[src/rtl/nor_cmd_decoder.sv]
module nor_cmd_decoder #(
  parameter int ADDR_W  = 16,
  parameter int DATA_W  = 16,
  parameter int MEM_AW  = 6,
  parameter int SECT_AW = 2,
  parameter int BLK_AW  = 4,
  parameter int T_PROG  = 30,
  parameter int T_SECT  = 60,
  parameter int T_BLK   = 80,
  parameter int T_CHIP  = 120
) (
  input  logic              clk,
  input  logic              rst_n,
  input  logic              ce_n,
  input  logic              we_n,
  input  logic              oe_n,
  input  logic [ADDR_W-1:0] addr,
  input  logic [DATA_W-1:0] dq_in,
  output logic [DATA_W-1:0] dq_out,
  output logic              dq_oe
);
  localparam int DEPTH = 1 << MEM_AW;
  localparam int CW    = $clog2(T_PROG + T_SECT + T_BLK + T_CHIP + 1);
  localparam logic [ADDR_W-1:0] KEY_A = ADDR_W'(32'h5555);
  localparam logic [ADDR_W-1:0] KEY_B = ADDR_W'(32'h2AAA);

  typedef enum logic [2:0] {S_IDLE, S_U1, S_U2, S_PGM, S_E3, S_E4, S_E5} state_t;
  typedef enum logic [1:0] {O_PROG, O_SECT, O_BLK, O_CHIP} op_t;

  logic [2:0]        strb1, strb2;
  logic [ADDR_W-1:0] a1, a2, lat_a;
  logic [DATA_W-1:0] d1, d2, dat_q;
  logic              wr_q, rd_q;
  state_t            state;
  op_t               op;
  logic [MEM_AW-1:0] op_a;
  logic [DATA_W-1:0] op_d;
  logic              busy, tgl;
  logic [CW-1:0]     cnt;
  logic [DATA_W-1:0] mem [DEPTH];
  logic [DATA_W-1:0] status;

  // two-stage synchronizer for strobes and buses
  always_ff @(posedge clk or negedge rst_n) begin
    if (!rst_n) begin
      strb1 <= 3'b111; strb2 <= 3'b111;
      a1 <= '0; a2 <= '0; d1 <= '0; d2 <= '0;
    end else begin
      strb1 <= {ce_n, we_n, oe_n}; strb2 <= strb1;
      a1 <= addr; a2 <= a1; d1 <= dq_in; d2 <= d1;
    end
  end

  wire wr_act   = ~strb2[2] & ~strb2[1];
  wire rd_act   = ~strb2[2] & ~strb2[0];
  wire wr_start = wr_act & ~wr_q;
  wire wr_end   = ~wr_act & wr_q;
  wire rd_end   = ~rd_act & rd_q;
  wire [7:0] cmd = dat_q[7:0];
  wire at_a = (lat_a == KEY_A);
  wire at_b = (lat_a == KEY_B);
  wire done = busy && (cnt == '0);

  always_ff @(posedge clk or negedge rst_n) begin
    if (!rst_n) begin
      wr_q <= 1'b0; rd_q <= 1'b0; lat_a <= '0; dat_q <= '0;
    end else begin
      wr_q <= wr_act;
      rd_q <= rd_act;
      if (wr_start) lat_a <= a2;
      if (wr_act)   dat_q <= d2;
    end
  end

  function automatic logic in_region(input int idx, input logic [MEM_AW-1:0] base, input int aw);
    logic [MEM_AW-1:0] iv;
    iv = MEM_AW'(idx);
    return (iv >> aw) == (base >> aw);
  endfunction

  always_ff @(posedge clk or negedge rst_n) begin
    if (!rst_n) begin
      state <= S_IDLE; op <= O_PROG; op_a <= '0; op_d <= '0;
      busy <= 1'b0; tgl <= 1'b0; cnt <= '0;
      for (int i = 0; i < DEPTH; i++) mem[i] <= '1;
    end else if (busy) begin
      state <= S_IDLE;
      if (rd_end) tgl <= ~tgl;
      if (cnt != '0) cnt <= cnt - 1'b1;
      else begin
        busy <= 1'b0;
        for (int i = 0; i < DEPTH; i++) begin
          case (op)
            O_PROG: if (MEM_AW'(i) == op_a) mem[i] <= mem[i] & op_d;
            O_SECT: if (in_region(i, op_a, SECT_AW)) mem[i] <= '1;
            O_BLK:  if (in_region(i, op_a, BLK_AW)) mem[i] <= '1;
            default: mem[i] <= '1;
          endcase
        end
      end
    end else if (wr_end) begin
      state <= S_IDLE;
      case (state)
        S_IDLE: if (at_a && cmd == 8'hAA) state <= S_U1;
        S_U1:   if (at_b && cmd == 8'h55) state <= S_U2;
        S_U2: begin
          if (at_a && cmd == 8'hA0) state <= S_PGM;
          if (at_a && cmd == 8'h80) state <= S_E3;
        end
        S_PGM: begin
          op <= O_PROG; op_a <= lat_a[MEM_AW-1:0]; op_d <= dat_q;
          busy <= 1'b1; tgl <= 1'b0; cnt <= CW'(T_PROG - 1);
        end
        S_E3: if (at_a && cmd == 8'hAA) state <= S_E4;
        S_E4: if (at_b && cmd == 8'h55) state <= S_E5;
        S_E5: begin
          op_a <= lat_a[MEM_AW-1:0];
          if (cmd == 8'h30) begin
            op <= O_SECT; busy <= 1'b1; tgl <= 1'b0; cnt <= CW'(T_SECT - 1);
          end else if (cmd == 8'h50) begin
            op <= O_BLK; busy <= 1'b1; tgl <= 1'b0; cnt <= CW'(T_BLK - 1);
          end else if (cmd == 8'h10 && at_a) begin
            op <= O_CHIP; busy <= 1'b1; tgl <= 1'b0; cnt <= CW'(T_CHIP - 1);
          end
        end
        default: state <= S_IDLE;
      endcase
    end
  end

  always_comb begin
    status    = '0;
    status[7] = (op == O_PROG) ? ~op_d[7] : 1'b0;
    status[6] = tgl;
  end

  assign dq_oe  = rd_act;
  assign dq_out = !rd_act ? '0 : (busy ? status : mem[a2[MEM_AW-1:0]]);

  wire [DATA_W-1:0] mem_at_op = mem[op_a];

  assert_quiet_bus_R2: assert property (@(posedge clk) disable iff (!rst_n)
    !dq_oe |-> (dq_out == '0));
  assert_busy_ignores_R8: assert property (@(posedge clk) disable iff (!rst_n)
    busy |=> (state == S_IDLE));
  assert_busy_holds_R11: assert property (@(posedge clk) disable iff (!rst_n)
    (busy && cnt != '0) |=> (busy && $stable(op) && $stable(op_a)));
  assert_only_clears_R10: assert property (@(posedge clk) disable iff (!rst_n)
    (done && op == O_PROG) |=> ((mem_at_op & ~$past(mem_at_op)) == '0));
  assert_chip_ones_R6: assert property (@(posedge clk) disable iff (!rst_n)
    (done && op == O_CHIP) |=> (mem[0] == '1 && mem[DEPTH-1] == '1));
  assert_toggle_R9: assert property (@(posedge clk) disable iff (!rst_n)
    (busy && rd_end) |=> (tgl != $past(tgl)));
  assert_erase_dq7_R9: assert property (@(posedge clk) disable iff (!rst_n)
    (busy && op != O_PROG && dq_oe) |-> !dq_out[7]);
endmodule

[config.mk]
export PLATFORM = sky130hd
export DESIGN_NAME = nor_cmd_decoder
export DESIGN_NICKNAME = d
export VERILOG_FILES = /design/src/rtl/nor_cmd_decoder.sv
export SDC_FILE = /design/constraint.sdc
export NUM_CORES = 2
export LEC_CHECK = 0
export ABC_CLOCK_PERIOD_IN_PS = 3200
export BUFFER_PORTS_ARGS = -buffer_cell sky130_fd_sc_hd__clkbuf_2
export CORE_ASPECT_RATIO = 1.5
export CORE_MARGIN = 1.5
export CORE_UTILIZATION = 60
export CTS_CLUSTER_SIZE = 16
export DETAILED_ROUTE_END_ITERATION = 12
export PLACE_DENSITY = 0.8
export SYNTH_ARGS = -nofsm -noshare
export SYNTH_HDL_FRONTEND = slang
export SYNTH_SLANG_ARGS = --single-unit
[constraint.sdc]
create_clock -name clk -period 3.2 [get_ports clk]
set_clock_uncertainty 0.05 [all_clocks]
set_input_delay 0.48 -clock clk [delete_from_list [all_inputs] [get_ports clk]]
set_output_delay 0.48 -clock clk [all_outputs]
set_load 0.02 [all_outputs]
======== Yosys cells after proc, flatten, opt, wreduce, memory -nomap -nowiden ========
Cells that the tools add are included.
word-level totals
  input port bits ......................... 37
  logic and storage cells ................. 621
  output and inout port bits .............. 17
  register bits ........................... 1166
cells by class
  equality and inequality tests ........... 186
  multiplexer cells ....................... 188
  magnitude comparators ................... 1
  reduce and logical (&&, ||, !) cells .... 84
  $add $sub $neg .......................... 1
  bitwise gates (word level) .............. 80
operators by type and width
  kind                    number
  $pmux W16 S3            64
  $mux W16                88
  $and A16 B16 Y16        64
  $reduce_and A5 Y1       64
  $eq A6 B6 Y1 const A    32
  $ne A2 B2 Y1 const B    84
  $bmux W16 S6            1
  $eq A5 B6 Y1 const A    16
  $mux W9                 6
  $eq A4 B6 Y1 const A    8
  $eq A4 B4 Y1 const A    8
  $eq A3 B6 Y1 const A    4
  $eq A8 B8 Y1 const B    3
  $logic_not A6 Y1        3
  $pmux W9 S2             1
  $eq A16 B14 Y1 const B  1
  $eq A16 B15 Y1 const B  1
  $eq A3 B4 Y1 const A    4
  $eq A8 B7 Y1 const B    2
  $mux W3                 5
  $pmux W3 S5             1
  $mux W1                 14
  $eq A2 B6 Y1 const A    2
  $reduce_and A4 Y1       3
  31 further kinds        61

======== Depth between registers and ports, before layout ========
  word-level depth ........................ 8
  mapped depth ............................ 10

======== Least setup slack after synthesis ========
No wires, ideal clock.
  path kind ............................... register -> output
  from .................................... reg a2[1]
  to ...................................... out dq_out[7]
  path slack .............................. -199 ps
  data required time ...................... 2670 ps
  cell stages (with the launch flop) ...... 9
  arrival time ............................ 2869 ps
  cell sequence ........................... dfrtp_1 > buf_2 > clkbuf_1 > buf_2 > clkbuf_1 > nand4_1 > nand4_1 > a221oi_1 > a2111oi_0
between the ends
  cells in the longest elaborated chain, start to end .. 6
RTL lines
  what                                          RTL line  RTL
  start: declaration                            31        logic [ADDR_W-1:0] a1, a2, lat_a;
  start signal: assignment                      47        a1 <= '0; a2 <= '0; d1 <= '0; d2 <= '0;
  start signal: assignment                      50        a1 <= addr; a2 <= a1; d1 <= dq_in; d2 <= d1;
  $not A6 Y7 (implied by the code)              138       assign dq_out = !rd_act ? '0 : (busy ? status : mem[a2[MEM_AW-1:0]]);
  $bmux W16 S6                                  138
  $mux W16 (implied by the code) (2 in series)  138
  $mux W16 (2 in series)                        138
  end: declaration                              19        output logic [DATA_W-1:0] dq_out,
Every way passes these cells. The select of a mux whose other input is x is not followed.

======== Final worst setup path ========
  from .................................... reg a2[0]
  to ...................................... out dq_out[11]
The elaborated chain is that of the path after synthesis.

==> flow_metrics.py <==
metrics = {
    "synthesis": {
        "synth_seq_cells": 1166,
        "yosysSeqAreaShare_pct": 59.58,
        "mappedNetlistNets": 4424,
        "syn_avg_cell_area_um2": 11.66,
        "yosys_warnings": 0,
        "synth_flop_cell": "dfstp_2",
        "syn_inst": 4386,
        "synth-edff-count": 0,
        "ys_types": 63,
        "syn-cell-area_um2": 51140,
        "async_reset_ff_share_pct": 100.0,
    },
    "critical_path": {
        "r2r_slack_ns": 0.15,
        "crit_required_ns": 2.67,
        "cp-start-kind": "flop",
        "cp_slowest_stage_delay_ns": 0.54,
        "worst_setup_path_end_kind": "output port",
        "cp_cell_sequence": "buf_4, buf_8, buf_16, buf_6, mux4_2, mux4_2, mux2i_2, o22ai_2, buf_6",
        "crit_fanout": 9,
        "crit_family": "multiplexers",
        "cp_data_arrival_time_ns": 3.42,
        "path_class": "flop to output port",
        "slowest_stage": "mux4_2",
        "critPathBufInv": 5,
    },
    "global_routing": {
        "grt_pass1_vias": 40280,
        "grt_usage_pct": 36.73,
        "gr-total-overflow": 0,
        "grt_max_degree": 86,
        "antenna_found_initial": 3,
        "grt_pass1_wl_mm": 238.8,
    },
    "sta": {
        "setup_viol": 16,
        "slew_headroom_pct": 10.66,
        "tightest_slew_ns": 1.340,
        "rsz0062_at_grt": "yes",
        "maxSlewViolCount": 0,
        "fin_ws_ns": -0.7499,
        "fmax_mhz": 253.2,
        "hold_viol_final": 0,
        "period_share_pct": 123.4,
        "tns_ns": -11.15,
        "fin_crit_ns": 3.950,
    },
    "outcome": {
        "outcome": "finished, violations left",
        "failed_checks": "negative setup slack",
    },
    "die": {
        "start_util_pct": 60.35,
        "ios": 54,
        "core_um2": 84740,
        "die_h_um": 360.6,
        "rows": 131,
        "dieWidth_um": 241.4,
        "dieArea_um2": 87030,
    },
    "detailed_routing": {
        "drt_iter0_markers": 4821,
        "wl_per_cell_um": 27.42,
        "antenna_left": 0,
        "drc": 0,
        "drt-pass1-iter-count": 10,
        "avgViaCountPerCell": 6.735,
        "wl_mm": 156.9,
        "via_count": 38540,
    },
    "clocking": {
        "cts.sinks": 1166,
        "clk_pin_slew_ns": 0.06,
        "cts-root-buf": "clkbuf_16",
        "clk_latency_ns": 0.73,
        "clock_path_buffers": 3,
        "tritoncts": "yes",
        "h-tree-depth": 3,
        "numCtsBuffers": 105,
    },
    "final_layout": {
        "final_common_cell": "o21ai_0",
        "fin_util_pct": 69.60,
        "layout_common_cells": "o21ai_0, dfstp_2, nand2_1",
        "area_growth_pct": 15.33,
        "n_fill_cell": 5386,
        "final_nets": 4537,
        "stdcell_count": 5722,
        "final_layout_size_suffix_gt1_share_pct": 43.94,
    },
    "pwr": {
        "power_uw": 29760,
        "peakVddDrop_mv": 0.4393,
        "powerDensity_nw_per_um2": 504.6,
        "p_leak_uw": 0.02762,
    },
    "job": {
        "maxCapViolCount": 0,
    },
    "place": {
        "pre_cts_slack_ns": -0.1646,
        "dp_cells": 5447,
        "gp_congestion": 0.9640,
        "place.detailed.hpwl_mm": 93.87,
        "io_buffers": 53,
    },
    "min_path": {
        "worstHoldPathType": "flop to flop",
    },
}
worst reg2reg max path: cells and delay by family, from the launching register on:
family | cells | cell delay [ns]
compound gates | 2 | 0.66
simple gates | 3 | 0.80
buf+inv | 3 | 0.83
fa+ha+maj | 1 | 0.20
flops | 1 | 0.40
repair_timing:
action | 4_1_cts | 5_1_grt
hold endpoints to repair | 38 | 0
hold buffers | 36 | 0
gates cloned | 6 | 3
setup endpoints to repair | 16 | 21
buffers inserted | 17 | 18
pin swaps | 11 | 11
resized for setup | 72 | 65
logic make-up after synthesis:
kind of cell / count (synthesis) / synth area share [%]
simple gates: 1226 / 9.841
compound gates: 1191 / 12.18
flops: 1166 / 59.58
buf+inv: 408 / 3.173
mux: 390 / 15.14
xor+xnor: 4 / 0.06852
fa+ha+maj: 1 / 0.02446
worst paths after layout:
kind,endpoint,from,cells past startpoint
worst max-delay path,dq_out[11],a2[0],9
worst min-delay path,d2[1],d1[1],0
worst max register to register,mem[565],cnt[0],9
worst min register to register,d2[1],d1[1],0
max in group asynchronous,mem[365],rst_n,4
min in group asynchronous,a1[3],rst_n,2
area by class of cell:
| cell class | count | area, um2 | share of cell area (%) |
|---|---|---|---|
| sequential | 1166 | 30500 | 51.72 |
| multi-input combinational | 2812 | 19350 | 32.81 |
| timing repair buffer | 393 | 3931 | 6.666 |
| clock buffer | 156 | 3136 | 5.316 |
| tap | 1130 | 1414 | 2.397 |
| clock inverter | 42 | 563.0 | 0.9546 |
| inverter | 21 | 78.83 | 0.1337 |
| antenna | 2 | 5.005 | 0.008486 |
flip-flops by register name (all words and copies together) (netlist names), 2 cells and up:
signal and flops:
op_d 16, mem 1024, lat_a 16, strb2 3
op_a 6, state 3, a1 16, dat_q 16
strb1 3, a2 16, d2 16, op 2
cnt 9, d1 16
routing by layer:
layer	GRT usage [%]	wire [um]	vias up
met4	29.23	13810	2
li1	-	-	15640
met3	9.469	16690	804
met5	0.5718	14	-
met2	56.65	74550	2565
met1	43.59	51820	19530
cell usage after synthesis (25+ instances only):
| master | count | share of area, % |
|---|---|---|
| o21ai_0 | 1051 | 10 |
| nand2_1 | 1036 | 7.6 |
| dfstp_2 | 1030 | 53 |
| clkbuf_1 | 307 | 2.3 |
| mux4_2 | 301 | 13 |
| dfrtp_1 | 136 | 6.7 |
| mux2_2 | 56 | 1.2 |
| buf_2 | 49 | 0.48 |
| nand3_1 | 41 | 0.40 |
| a21oi_1 | 35 | 0.34 |
| nor2_1 | 35 | 0.26 |
| mux2i_1 | 33 | 0.65 |
| buf_1 | 25 | 0.18 |
stage by stage:
| stage | cell area [um2] | hold WS [ns] |
|---|---|---|
| floorplan | 51140 | 0.1344 |
| global placement | 53920 | 0.2823 |
| detailed placement | 53920 | 0.2847 |
| CTS | 58620 | 0.2977 |
| global route | 58980 | 0.3014 |
| finish | 58980 | 0.2970 |
power breakdown:
part | switching, uW | internal (uW) | leakage [uW]
clock network | 5710 | 7770 | 0.00181
registers | 107 | 14900 | 0.0123
logic | 724 | 528 | 0.0135
(Power assumes the default switching activity.)
